==> src/rtl/spifc_pkg.sv <==
package spifc_pkg;
  localparam int BYTE_W = 8;

  localparam logic [BYTE_W-1:0] CODE_ACK  = 8'hA5;
  localparam logic [BYTE_W-1:0] CODE_NACK = 8'h5A;
  localparam logic [BYTE_W-1:0] CODE_FILL = 8'h00;
  localparam logic [BYTE_W-1:0] CODE_TAIL = 8'hFF;

  typedef enum logic [1:0] {
    ST_OK      = 2'd0,
    ST_BAD_LEN = 2'd1,
    ST_BAD_SUM = 2'd2,
    ST_ABORT   = 2'd3
  } spifc_status_e;

  typedef enum logic [1:0] {
    PH_LEN  = 2'd0,
    PH_PAY  = 2'd1,
    PH_RESP = 2'd2,
    PH_TAIL = 2'd3
  } spifc_phase_e;
endpackage

==> src/rtl/spifc_frame.sv <==
module spifc_frame
  import spifc_pkg::*;
#(
  parameter int MAX_LEN = 8
) (
  input  logic              clk,
  input  logic              rst_n,
  input  logic              cs_start,
  input  logic              cs_end,
  input  logic              byte_done,
  input  logic [BYTE_W-1:0] byte_in,
  output logic [BYTE_W-1:0] tx_next,
  output logic              rx_valid,
  output logic [BYTE_W-1:0] rx_data,
  output logic              done_valid,
  output logic [1:0]        done_status
);
  localparam logic [BYTE_W-1:0] MAX_B = BYTE_W'(MAX_LEN);

  spifc_phase_e      phase;
  spifc_status_e     verdict, verdict_n;
  logic [BYTE_W-1:0] len_q, cnt_q, xor_q, xor_n;
  logic              bad_len;

  assign xor_n = xor_q ^ byte_in;

  always_comb begin
    if (bad_len)              verdict_n = ST_BAD_LEN;
    else if (xor_n != '0)     verdict_n = ST_BAD_SUM;
    else                      verdict_n = ST_OK;
  end

  always_ff @(posedge clk or negedge rst_n) begin
    if (!rst_n) begin
      phase       <= PH_LEN;
      verdict     <= ST_OK;
      len_q       <= '0;
      cnt_q       <= '0;
      xor_q       <= '0;
      bad_len     <= 1'b0;
      tx_next     <= CODE_FILL;
      rx_valid    <= 1'b0;
      rx_data     <= '0;
      done_valid  <= 1'b0;
      done_status <= ST_OK;
    end else begin
      rx_valid   <= 1'b0;
      done_valid <= 1'b0;
      if (cs_start || cs_end) begin
        if (cs_end && phase != PH_TAIL) begin
          done_valid  <= 1'b1;
          done_status <= ST_ABORT;
        end
        phase   <= PH_LEN;
        cnt_q   <= '0;
        xor_q   <= '0;
        bad_len <= 1'b0;
        tx_next <= CODE_FILL;
      end else if (byte_done) begin
        unique case (phase)
          PH_LEN: begin
            rx_valid <= 1'b1;
            rx_data  <= byte_in;
            len_q    <= byte_in;
            xor_q    <= byte_in;
            cnt_q    <= '0;
            if (byte_in == '0) begin
              phase   <= PH_RESP;
              verdict <= ST_BAD_LEN;
              tx_next <= CODE_NACK;
            end else begin
              phase   <= PH_PAY;
              bad_len <= (byte_in > MAX_B);
              tx_next <= CODE_FILL;
            end
          end
          PH_PAY: begin
            rx_valid <= 1'b1;
            rx_data  <= byte_in;
            xor_q    <= xor_n;
            if (cnt_q == len_q - 1'b1) begin
              phase   <= PH_RESP;
              verdict <= verdict_n;
              tx_next <= (verdict_n == ST_OK) ? CODE_ACK : CODE_NACK;
            end else begin
              cnt_q <= cnt_q + 1'b1;
            end
          end
          PH_RESP: begin
            rx_valid    <= 1'b1;
            rx_data     <= byte_in;
            done_valid  <= 1'b1;
            done_status <= verdict;
            phase       <= PH_TAIL;
            tx_next     <= CODE_TAIL;
          end
          PH_TAIL: ;
          default: ;
        endcase
      end
    end
  end
endmodule

==> config.mk <==
export PLATFORM = sky130hd
export DESIGN_NAME = spifc_frame
export DESIGN_NICKNAME = d
export VERILOG_FILES = /design/src/rtl/spifc_pkg.sv /design/src/rtl/spifc_frame.sv
export SDC_FILE = /design/constraint.sdc
export NUM_CORES = 1
export LEC_CHECK = 0
export BUFFER_PORTS_ARGS = -buffer_cell sky130_fd_sc_hd__buf_2
export CAP_MARGIN = 20
export CORE_MARGIN = 5
export CORE_UTILIZATION = 50
export DETAILED_ROUTE_END_ITERATION = 10
export PLACE_DENSITY = 0.73
export RECOVER_POWER = 50
export SYNTH_ARGS = -nofsm -noshare
export SYNTH_HDL_FRONTEND = slang
export SYNTH_SLANG_ARGS = --single-unit
==> constraint.sdc <==
create_clock -name clk -period 5.06 [get_ports clk]
set_clock_uncertainty 0.2 [all_clocks]
set_input_delay 1.012 -clock clk [delete_from_list [all_inputs] [get_ports clk]]
set_output_delay 1.012 -clock clk [all_outputs]
set_load 0.01 [all_outputs]
After elaboration in Yosys (flattened, before gate mapping):

Index checks and enable logic that the tools add are counted.

* multiplexer cells: 38
* div/mod/pow operators: 0
* shift operators: 0
* bitwise gates (word level): 2
* $add $sub $neg: 2
* multiply operators: 0
* magnitude comparators: 1
* reductions and logical operators: 21
* eq/ne operators: 10

Operator list (count)
* 8-bit 2-to-1 mux: 9
* 8-bit case mux with 2 select lines: 2
* 2-bit 2-to-1 mux: 12
* 8-bit case mux with 3 select lines: 1
* 3-bit AND reduction: 6
* 1-bit 2-to-1 mux: 11
* 8-bit by 1-bit adder with 8-bit output, second input constant: 1
* 8-bit equality test: 1
* 8-bit by 4-bit greater-than comparator with 1-bit output, second input constant: 1
* 8-bit zero test: 1
* 2-bit inequality test, second input constant: 4
* 2-bit nonzero test: 4
* 8-bit nonzero test: 1
* 8-bit by 1-bit subtractor with 8-bit output, second input constant: 1
* 8-bit bitwise XOR: 1
* 7-bit 2-to-1 mux: 1
* 3-bit inequality test, second input constant: 2
* 2-bit case mux with 3 select lines: 1
* 5-bit AND reduction: 1
* 2-bit zero test: 2
* 2-bit case mux with 2 select lines: 1
* 4-bit nonzero test: 1
* 3-bit nonzero test: 1
* 3-bit OR reduction: 1
* other kinds (7): 7

* register bits after elaboration: 49
* bits in read-only memories: 0
* memories kept: 0
* word-level logic and storage cells: 85
* bits in writable memories: 0
* bits of input ports: 13
* bits in latches: 0

Logic depth before layout (Yosys ltp):

* depth in word-level cells: 10
* gate-level depth with buffers: 9

Least setup slack after synthesis:

OpenSTA, ideal clock, no wires.

* path kind: input port to flip-flop
* from: input byte_in[4]
* to: register verdict[0]
* slack: 2.389 ns
* stages: 7
* data arrival time: 2.347 ns
* setup time: 0.124 ns
* required time: 4.736 ns
* path buffers: 0
* cells stage by stage: or4_4 nor3_4 mux2i_1 or2_4 nor2_1 mux2_4 a22oi_2

* longest elaborated chain between the ends: 3

RTL lines
* start: declaration: line spifc_frame.sv:11 `input logic [BYTE_W-1:0] byte_in,`
* 8-bit zero test: line spifc_frame.sv:67 `if (byte_in == '0) begin`
* 2-bit inequality test (no source line)
* 5-bit AND reduction (no source line)
* end signal: assignment: line spifc_frame.sv:83 `verdict <= verdict_n;`
* end: declaration: line spifc_frame.sv:21 `spifc_status_e verdict, verdict_n;`

No other way between the ends.
A chain may end at the register's enable or synchronous reset.

==> out/metrics.yaml <==
floorplanning:
  rows: 26
  fp.dieH_microns: 81.3
  core_sq_um: 5010
  num_io_pins: 33
  initial_core_util_pct: 50.7
  die_area_sq_um: 6610
  dieWidth_microns: 81.3
drt:
  ant_nets: 0
  vias_per_cell: 5.47
  drtIter0Drc: 102
  drt-pass1-iter-count: 4
  route.detailed.drc: 0
  wl_per_cell_microns: 15.1
  num_vias: 1932
  drt_wl_total_microns: 5350
run_status:
  violations: "max-capacitance violations, max-slew violations"
  run_status: "finished, violations left"
worst_setup_path:
  crit_start: "rst_n"
  rr_startpoint: "len_q[0]$_DFFE_PN0P_"
  critical_path.top_delay_family: "buffers and inverters"
  regToRegEndpoint: "phase[1]$_DFFE_PN0P_"
  critical-path-slowest-cell: "clkbuf_1"
  rrSetupSlack_ns: 2.56
  critPathMaxStageDelay_ns: 1.50
  cp_num_buf_inv: 2
  cp_num_cells: 2
  worstSetupStartpointType: "input pin"
  crit_arrival_ns: 2.80
  setup.worst_path.class: "input pin to async pin"
  crit_fanout: 38
  rr_worst_depth: 8
  crit_top_cell: "clkbuf_1"
  cp_cell_sequence: "clkbuf_1 -> clkbuf_1"
  required_ns: 4.87
  worstSetupEndpointType: "async pin"
clocking:
  cts_buffer_depth: 2
  cts_buffers: 5
  clockRootBuffer: "clkbuf_8"
  hold_buffers: 0
  clk_latency_ns: 0.30
  cts_setup_buffers: 0
  htreeDepth: 2
  cts_tree: "done"
  cts.sinks: 43
  ctsResizeCount: 0
  cts.clk_slew.worst_paths_ns: 0.08
timing:
  clock.fmax_mhz: 334
  worst-slew-pin-transition_ns: 2.04
  rsz0062_at_grt: "false"
  period_needed_ns: 3.00
  tns_ns: 0
  finalMaxSlewViolations: 39
  max-slew-margin-rel_pct: -35.9
  setup_viol: 0
  timing.final.crit_share_pct: 59.2
  hold_violations: 0
synthesis:
  syn_nets: 274
  synth-main-ff-cell: "dfrtp_1"
  ys_async_sr_fraction_pct: 100
  netlist_area_sq_um: 2540
  ys_seq_area_share_pct: 42.4
  synthCells: 255
  ys_types: 49
  yosys.area.top_type: "dfrtp_1"
  synth_warnings: 0
  synth_area_leaders: "dfrtp_1, mux2_2, xnor2_1"
  ys_seq_elements: 43
  synth_edf_count: 0
  synthTopCellsByCount: "dfrtp_1, nand2_1, a21oi_1, nor2_1, xnor2_1"
  synth_area_per_cell_sq_um: 9.96
  synth.most_common_cell: "dfrtp_1"
  synth.top_cell.area_share_pct: 42.4
place:
  globalplace.congestion: 0.825
  numPortBuffers: 32
  hpwl_microns: 3850
  placed_area_sq_um: 2710
power_and_ir_drop:
  vdd_ir_drop_max_mv: 0.259
  powerDensity_nw_per_um2: 294
  static-leakage-power_nw: 1.24
global_routing:
  antenna_found_initial: 0
  grt_pass1_wl_microns: 9470
  grt_overflow: 0
  grt_max_degree: 44
  track_usage_pct: 18.6
  grt_pass1_vias: 1953
worst_hold_path:
  hp-start: "rx_data[2]$_DFFE_PN0P_"
  hold_class: "flip-flop to flip-flop"
  min_delay_path_depth: 1
  hold_end: "rx_data[2]$_DFFE_PN0P_"
cells_and_area:
  layout-drive-gt1-share_pct: 22.3
  final_util_pct: 56.0
  n_fill_cell: 479
  multi_input_comb_area_sq_um: 1360
  antenna_cells: 0
  finalNetCount: 301
  syn2layout_area_growth_pct: 10.4
  regArea_sq_um: 1080
  finalInstanceArea_sq_um: 2810
job:
  drv_cap: 1
==> per-layer routing <==
metal	routed length, microns	up-vias	share of wire [%]	GRT usage [%]
met5	0	-	0	0
li1	-	963	-	-
met4	73	0	1.4	7.26
met1	2530	926	47	24.7
met2	2560	38	48	29.6
met3	178	5	3.3	3.88
==> worst max path at each step <==
stage               slack, ns                         end
global route             1.49  done_status[0]$_DFFE_PN0P_
CTS                      2.13      rx_data[4]$_DFFE_PN0P_
finish                   2.06      verdict[1]$_DFFE_PN0P_
detailed placement       1.82      rx_data[4]$_DFFE_PN0P_
floorplan                2.39      verdict[0]$_DFFE_PN0P_
global placement         1.88      rx_data[4]$_DFFE_PN0P_
==> per-stage QoR <==
| stage | power (mW) | worst slack (ns) | hold slack, ns | instances |
|---|---|---|---|---|
| 3_5_place_dp | 0.601 | 1.82 | 0.292 | 344 |
| 5_1_grt | 0.878 | 1.49 | 0.352 | 353 |
| 4_1_cts | 0.836 | 2.13 | 0.312 | 352 |
| 2_1_floorplan | 0.541 | 2.39 | 0.271 | 255 |
| 3_3_place_gp | 0.593 | 1.88 | 0.286 | 344 |
| 6_report | 0.826 | 2.06 | 0.318 | 353 |
==> layout by cell type, fill, tap and decap left out, types with 4 or more instances in the layout <==
cell,count
nor3_1,4
nand3_1,6
inv_1,7
dfrtp_1,43
buf_2,24
nor2_1,18
clkbuf_8,6
nand2b_1,5
o21ai_0,14
mux2i_1,8
clkbuf_1,9
xor2_1,5
a31oi_1,6
nand4_1,6
xnor2_1,15
or2_2,4
nand2_1,20
mux2_2,14
ha_1,6
a21oi_1,18
==> power by group <==
| group | total (mW) | switching [mW] | internal [mW] |
|---|---|---|---|
| logic | 0.190 | 0.110 | 0.0804 |
| registers | 0.403 | 0.0287 | 0.375 |
| clock network | 0.233 | 0.121 | 0.111 |
| total | 0.826 | 0.259 | 0.566 |
==> kinds of logic (layout without fill, tap and decap cells) <==
logic type | Yosys count | in the layout | synth area share [%]
compound gates | 59 | 59 | 15.5
xor+xnor | 20 | 20 | 6.90
fa+ha+maj | 6 | 6 | 2.96
buf+inv | 20 | 48 | 3.99
flops | 43 | 43 | 42.4
mux | 23 | 23 | 9.95
simple gates | 84 | 84 | 18.4
==> state kept, by name, indices dropped and copies added, names as in the netlist <==
| signal | flops |
|---|---|
| bad_len | 1 |
| cnt_q | 8 |
| done_status | 2 |
| done_valid | 1 |
| len_q | 8 |
| phase | 2 |
| rx_data | 8 |
| rx_valid | 1 |
| tx_next | 2 |
| verdict | 2 |
| xor_q | 8 |
==> cell type report <==
| type | instances | share of cell area, % |
|---|---|---|
| clock buffer | 6 | 2.94 |
| clock inverter | 2 | 0.580 |
| inverter | 7 | 0.937 |
| multi-input combinational | 192 | 48.6 |
| sequential | 43 | 38.4 |
| tap | 70 | 3.12 |
| timing repair buffer | 33 | 5.49 |
Power figures use the tool's default switching activity.
